$ cat src/rtl/serport_regs.sv
module serport_regs #(
  parameter int DW       = 8,
  parameter int CLK_SPAN = 32,
  parameter int CLK_USED = 18,
  parameter int CTRL_LOC = 15,
  parameter int WP_POS   = 6
) (
  input  logic clk,
  input  logic rst_n,
  input  logic spi_sel,
  input  logic ce,
  input  logic sclk,
  input  logic sdi,
  output logic sdo,
  output logic sdo_oe
);
  localparam int AW    = DW - 1;
  localparam int DEPTH = 1 << AW;
  localparam int BW    = $clog2(DW);
  localparam logic [AW-1:0] SPAN_A = AW'(CLK_SPAN);
  localparam logic [AW-1:0] USED_A = AW'(CLK_USED);
  localparam logic [AW-1:0] CTRL_A = AW'(CTRL_LOC);
  localparam logic [DW-1:0] WP_MASK = DW'(1) << WP_POS;

  logic ce_q, sclk_q, sclk_qq, sdi_q;
  logic [BW-1:0] bit_cnt;
  logic [DW-2:0] in_sr;
  logic [DW-1:0] out_sr;
  logic [AW-1:0] addr;
  logic have_addr, is_wr, rd_phase, sdo_r;
  logic [DW-1:0] mem [DEPTH];

  function automatic logic rsvd(input logic [AW-1:0] a);
    return (a >= USED_A) && (a < SPAN_A);
  endfunction

  function automatic logic [AW-1:0] next_addr(input logic [AW-1:0] a);
    if (a < SPAN_A) return (a == SPAN_A - 1'b1) ? '0 : a + 1'b1;
    return (a == '1) ? SPAN_A : a + 1'b1;
  endfunction

  wire rise     = ce_q & sclk_q & ~sclk_qq;
  wire fall     = ce_q & ~sclk_q & sclk_qq;
  wire last_bit = rise && (bit_cnt == BW'(DW - 1));
  wire [DW-1:0] byte_in = {in_sr, sdi_q};
  wire wp       = mem[CTRL_LOC][WP_POS];

  wire [AW-1:0] rd_addr = have_addr ? next_addr(addr) : byte_in[AW-1:0];
  wire [DW-1:0] rd_data = rsvd(rd_addr) ? '0 : mem[rd_addr];

  wire wr_fire = last_bit && have_addr && is_wr;
  wire mem_we  = wr_fire && !rsvd(addr) && (!wp || addr == CTRL_A);
  wire [DW-1:0] wr_word = wp ? ((mem[addr] & ~WP_MASK) | (byte_in & WP_MASK)) : byte_in;

  always_ff @(posedge clk) begin
    if (!rst_n) begin
      ce_q    <= 1'b0;
      sclk_q  <= 1'b0;
      sclk_qq <= 1'b0;
      sdi_q   <= 1'b0;
    end else begin
      ce_q    <= ce;
      sclk_q  <= sclk;
      sclk_qq <= sclk_q;
      sdi_q   <= sdi;
    end
  end

  always_ff @(posedge clk) begin
    if (!rst_n) begin
      bit_cnt   <= '0;
      in_sr     <= '0;
      out_sr    <= '0;
      addr      <= '0;
      have_addr <= 1'b0;
      is_wr     <= 1'b0;
      rd_phase  <= 1'b0;
      sdo_r     <= 1'b0;
    end else if (!ce_q) begin
      bit_cnt   <= '0;
      have_addr <= 1'b0;
      is_wr     <= 1'b0;
      rd_phase  <= 1'b0;
      sdo_r     <= 1'b0;
    end else begin
      if (rise) begin
        in_sr   <= byte_in[DW-2:0];
        bit_cnt <= last_bit ? '0 : bit_cnt + 1'b1;
      end
      if (last_bit) begin
        if (!have_addr) begin
          have_addr <= 1'b1;
          addr      <= byte_in[AW-1:0];
          is_wr     <= byte_in[DW-1];
          rd_phase  <= !byte_in[DW-1];
          out_sr    <= rd_data;
        end else begin
          addr <= next_addr(addr);
          if (!is_wr) out_sr <= rd_data;
        end
      end
      if (fall && rd_phase) begin
        sdo_r  <= out_sr[DW-1];
        out_sr <= {out_sr[DW-2:0], 1'b0};
      end
    end
  end

  always_ff @(posedge clk) begin
    if (!rst_n) begin
      for (int i = 0; i < DEPTH; i++) mem[i] <= '0;
    end else if (mem_we) begin
      mem[addr] <= wr_word;
    end
  end

  assign sdo    = sdo_r;
  assign sdo_oe = spi_sel ? ce_q : rd_phase;
endmodule


$ cat config.mk
export PLATFORM = sky130hd
export DESIGN_NAME = serport_regs
export DESIGN_NICKNAME = d
export VERILOG_FILES = /design/src/rtl/serport_regs.sv
export SDC_FILE = /design/constraint.sdc
export NUM_CORES = 2
export LEC_CHECK = 0
export ABC_AREA = 0
export BUFFER_PORTS_ARGS = -buffer_cell sky130_fd_sc_hd__buf_4
export CORE_MARGIN = 8
export CORE_UTILIZATION = 30
export CTS_CLUSTER_DIAMETER = 40
export DETAILED_ROUTE_END_ITERATION = 8
export GPL_ROUTABILITY_DRIVEN = 0
export SLEW_MARGIN = 15
export SYNTH_ARGS = -nofsm -noshare
export SYNTH_HDL_FRONTEND = slang
export SYNTH_SLANG_ARGS = --single-unit
$ cat constraint.sdc
create_clock -name clk -period 5.5 [get_ports clk]
set_input_delay 1.375 -clock clk [delete_from_list [all_inputs] [get_ports clk]]
set_output_delay 1.375 -clock clk [all_outputs]
set_load 0.005 [all_outputs]
# == Yosys cells after proc, flatten, opt, wreduce, memory -nomap -nowiden ==
# Memories as Yosys holds them, arrays and structs flattened. A register that Yosys moved wholly into a read port is not among the register bits.
# Index checks and enable logic that the tools add are counted.
# totals
out_inout_bits,2
mem_bits_rw,1024
regBits,33
n_memories,1
# mem_list
name,depth,width,read_ports,rd_clocked_by_memory_dff,write_ports,line,rtl
mem,128,8,3,1,128,31,logic [DW-1:0] mem [DEPTH];
# op_classes
magnitude_cmp,4
mux,29
n_eq_ne,5
bitwise_logic,8
n_reduce_logical,19
n_addsub,2
# ops
operator,n
$mux 7,10
$mux 8,7
$ge 7x5->1 const B,2
$lt 7x6->1 const B,2
$mux 1,11
$logic_and 1x1->1,8
$or 8x7->8,1
$reduce_and 2->1,4
$reduce_or 8->1,1
$add 7x1->7 const B,1
$eq 7x4->1 const B,1
$eq 7x5->1 const B,1
$eq 7x7->1 const B,1
$and 1x1->1,4
$add 3x1->3 const B,1
$eq 3x3->1 const B,1
$logic_not 1->1,3
$mux 3,1
$ne 3x2->1 const B,1
$not 1->1,3
$reduce_and 3->1,1
$reduce_bool 2->1,1
$logic_or 1x1->1,1

# == Logic depth before layout (Yosys ltp) ==
# depth
word_depth,12
depth_mapped,15
ltp_nobuf,11

# == Least setup slack after synthesis ==
# Ideal clock, no wire load.
# synth_timing
path_kind,input-to-reg
start,in rst_n
end,mem mem[10][0] (enable)
setup_slack_ps,1954
stages,7
t_arrival_ps,3216
path_cell_list,nand3_1 > nor3_1 > nand2_1 > or3b_1 > nor3_1 > nand2_1 > nand2_1
# synth_lines
element,line,rtl
from (decl),9,"input logic rst_n,"
to (decl),31,

# == Worst setup path in the final report ==
# layout_timing
start,reg addr[1]
end,reg out_sr[3]
# layout_between
elab_chain_len,12
elab_cells_between_ends,19
# layout_lines
element,line,rtl
from (decl),29,logic [AW-1:0] addr;
from (signal assigned),93,addr <= byte_in[AW-1:0];
from (signal assigned),98,addr <= next_addr(addr);
$add 7x1->7 / $eq 7x5->1 (equally long branches),"38, 39",
$mux 7 (2 in a row),38,if (a < SPAN_A) return (a == SPAN_A - 1'b1) ? '0 : a + 1'b1;
$mux 7 (*),39,return (a == '1) ? SPAN_A : a + 1'b1;
$mux 7 (*),48,wire [AW-1:0] rd_addr = have_addr ? next_addr(addr) : byte_in[AW-1:0];
"parallel branches: the longest is 2 deep, another holds $mem_v2 128x8",--,
$mux 8 (*),49,wire [DW-1:0] rd_data = rsvd(rd_addr) ? '0 : mem[rd_addr];
$mux 8,99,if (!is_wr) out_sr <= rd_data;
$mux 8 (*),91,if (!have_addr) begin
$mux 8 (*),90,if (last_bit) begin
$mux 8 (*),102,if (fall && rd_phase) begin
to (signal assigned),96,out_sr <= rd_data;
to (signal assigned),99,
to (signal assigned),104,"out_sr <= {out_sr[DW-2:0], 1'b0};"
to (decl),28,logic [DW-1:0] out_sr;
# Every way passes the cells marked *. The select of a mux whose other input is x is not followed.
# A chain may end at the register's enable or synchronous reset.

==> impl_results.md <==
* # setup viols final at 0
* Boundary Pins at 8
* Post-detail-place hpwl at between 100 and 150 mm
* Final ANT Viol Nets at 0
* Storage element area at 31,600 um^2
* Synthesis-to-finish area growth at 17.2%
* DRC at 0
* Post-CTS sizing at 0
* Post-Syn Area at 53,800 um^2
* Finished Layout Cells at approximately 7,000
* Crit path required time at 6.23 ns
* Reg-to-Reg Start: addr[1]
* Floorplan row count at 155
* CTS buffer count at 160
* Top-area cell type share of the netlist area at 57.1%
* Fill cell count at 17,200
* Wirelength per Cell at 27.3 um
* Final Hold Viols at 0
* Hold Path Class: reg -> reg
* Worst clock skew at 0.0317 ns
* Top FF cell, synth: edfxtp_1
* Global route overflow at 0
* Power per cell area at 338 nW/um^2
* Mean Syn Cell Area at 12.3 um^2
* Leakage at 0.0206 uW
* Worst skew pair latency at 0.80 ns
* Final Max Slew Viols at 0
* Post-route setup TNS at 0 ns
* Placed insts at 6,652
* Die height at 440 um
* Post-CTS setup buffer count at 0
* Initial DRC count at 6,230
* Sequential share of the synthesized area at 58.6%
* Total Routed Length at 190 mm
* Maxcap violations at 0
* Critical path type: reg -> reg
* FF-to-FF path depth at 11
* Root buffer cell: clkbuf_16
* Synth top area cells: edfxtp_1, mux4_2, nor2_1
* Final Critical Period at slightly below 5 ns
* Worst-path clk slew at 0.05 ns
* Clk buf depth at 3
* Status: finished clean
* Critical path's slowest cell: o21ai_0
* Die width at 440 um
* FF-to-FF setup slack at 0.53 ns
* First-pass GRT wire length at 272 mm
* Slew HR at 19.7%
* Commonest cells post-synth: edfxtp_1, nor2_1, nand2_1
* Crit path launch: addr[1]
* Post-synth EDFFs at roughly 1,000
* Hold_buf cts at 0
* Max H-tree Level at 4
* Area leader, netlist: edfxtp_1
* Final net count at 4,469
* Crit-path max cell delay at 0.84 ns
* RSZ-0062 raised after global routing: no
* TritonCTS clock tree: yes
* Number of port buffers at 7
* Startpoint types: flop
* Synth warn at 0
* Routed vias at between 30,000 and 40,000
* Critical Path, Cell by Cell: ha_1, and4_1, a21boi_0, nor2_4, buf_4, a21oi_1, a211o_1, a311oi_1, nor4_1, o21ai_0, a41o_1
* Post-synth ARST share at 0%
* Full die area at 193,000 um^2
* Least-Margin Pin Slew at approximately 1.2 ns
* Fmax at 201 MHz
* CORE AREA at 178,000 um^2
* Largest net degree at the start of global routing at 115
* Count of cell types in the netlist at 68
* Multi-input gate area at 21,100 um^2
* Most common cell in the netlist: edfxtp_1
* Data arrival, critical path at 5.70 ns
* Peak supply drop at roughly 310 uV
* Period utilisation layout at 90.3%
* Post-synthesis cell count at 4,373
* Initial antenna violation count at 5
* Vias in the first global route at 38,300
* Yosys reg bits at 1,064
* Drt pass-1 iters at 6
* Clk sinks at 1,064
* Starting density of the core at 30.2%
* CP endpoint kind: flop
* Maximum fanout along the worst path at 37
* Critical Path End: out_sr[3]
* Reg-to-reg endpoint: out_sr[3]
* Routed vias/inst at around 5.7
* GR Util All Layers at 19.0%
* Layout cells sized above 1 at a little under a fifth
## how the worst min path moves through the flow
stage	start	to	slack, ns	cells after the start
after floorplan	bit_cnt[2]	bit_cnt[2]	0.44	2
after global placement	bit_cnt[2]	bit_cnt[2]	0.44	2
after CTS	bit_cnt[1]	bit_cnt[1]	0.47	2
after detailed placement	bit_cnt[1]	bit_cnt[1]	0.46	2
after global routing	out_sr[0]	out_sr[0]	0.49	2
final	bit_cnt[2]	bit_cnt[2]	0.47	2
## area by class of cell
class                   count  share of cell area [%]
multi-input cells        3031                    33.5
repair buffers            185                    2.92
clock buffers             178                    6.60
flip-flops and latches   1064                    50.0
inverters                  17                   0.105
diodes                      2                 0.00793
well taps                2355                    4.67
clock inverters           121                    2.17
## state kept, by name, summed over array words and instances, names as in the netlist, 3 cells and up, named ones only
| register | count |
|---|---|
| out_sr | 8 |
| bit_cnt | 3 |
| mem | 1024 |
| addr | 7 |
| in_sr | 7 |
## where the power goes
part | switching [uW] | internal [uW] | leakage [uW]
clock | 4040 | 6480 | 0.00266
sequential | 221 | 9300 | 0.0101
combinational | 848 | 441 | 0.00786
total | 5110 | 16200 | 0.0206
## metrics by stage
step	total power (uW)	area, um^2	setup WS (ns)	hold slack, ns	util (%)
6_report	21300	63100	0.532	0.467	35.4
5_1_grt	21800	63100	0.575	0.485	35.4
4_1_cts	21400	63100	0.706	0.469	35.4
3_5_place_dp	10900	57500	0.747	0.461	32.3
3_3_place_gp	10900	57500	0.833	0.445	32.2
2_1_floorplan	10400	54200	1.95	0.436	-
## metal layers
metal | vias to the layer above | GRT usage (%) | share of wire, %
met5 | - | 0 | 0.019
li1 | 16500 | - | -
met1 | 20100 | 24.6 | 37
met2 | 2788 | 29.4 | 45
met4 | 6 | 9.67 | 5.7
met3 | 550 | 5.13 | 12
## kinds of logic after synthesis
logic type      synth area share [%]
xor+xnor                      0.0814
fa+ha+maj                     0.0930
other cells                  0.00697
simple gates                    14.8
mux                             17.0
flops                           58.6
compound gates                  6.11
buf+inv                         3.30
## layout by cell type, fill, tap and decap left out, types with 6 or more instances in the layout
master,instances
edfxtp_1,1024
nor2_1,961
nand2_1,711
mux4_2,353
clkbuf_16,163
buf_4,148
conb_1,112
mux2i_1,111
nand3_1,99
a21oi_1,92
and3_1,87
a211oi_1,83
a31oi_1,51
o21ai_0,46
a32oi_1,46
dfxtp_1,36
buf_12,36
a311oi_1,33
nor3_1,28
nand4_1,23
clkinv_2,23
inv_6,22
clkinvlp_4,20
bufinv_16,20
a221oi_1,19
inv_1,16
a22oi_1,15
nor2b_1,14
clkinv_1,14
o211ai_1,13
clkbuf_1,12
clkinv_4,12
nor4_1,9
o21ai_4,9
a211o_1,9
o22ai_1,8
and2_1,8
clkinv_8,8
mux2_2,6
o2111ai_1,6
## critical path: cells and delay by family (launching register included)
kind | cells | cell delay, ns
AOI/OAI and AO/OA | 6 | 2.37
adders and majority gates | 1 | 0.35
buffers and inverters | 1 | 0.56
DFF | 1 | 0.60
and+or+nand+nor | 3 | 0.98
No activity file was read; power rests on OpenSTA's default activity.
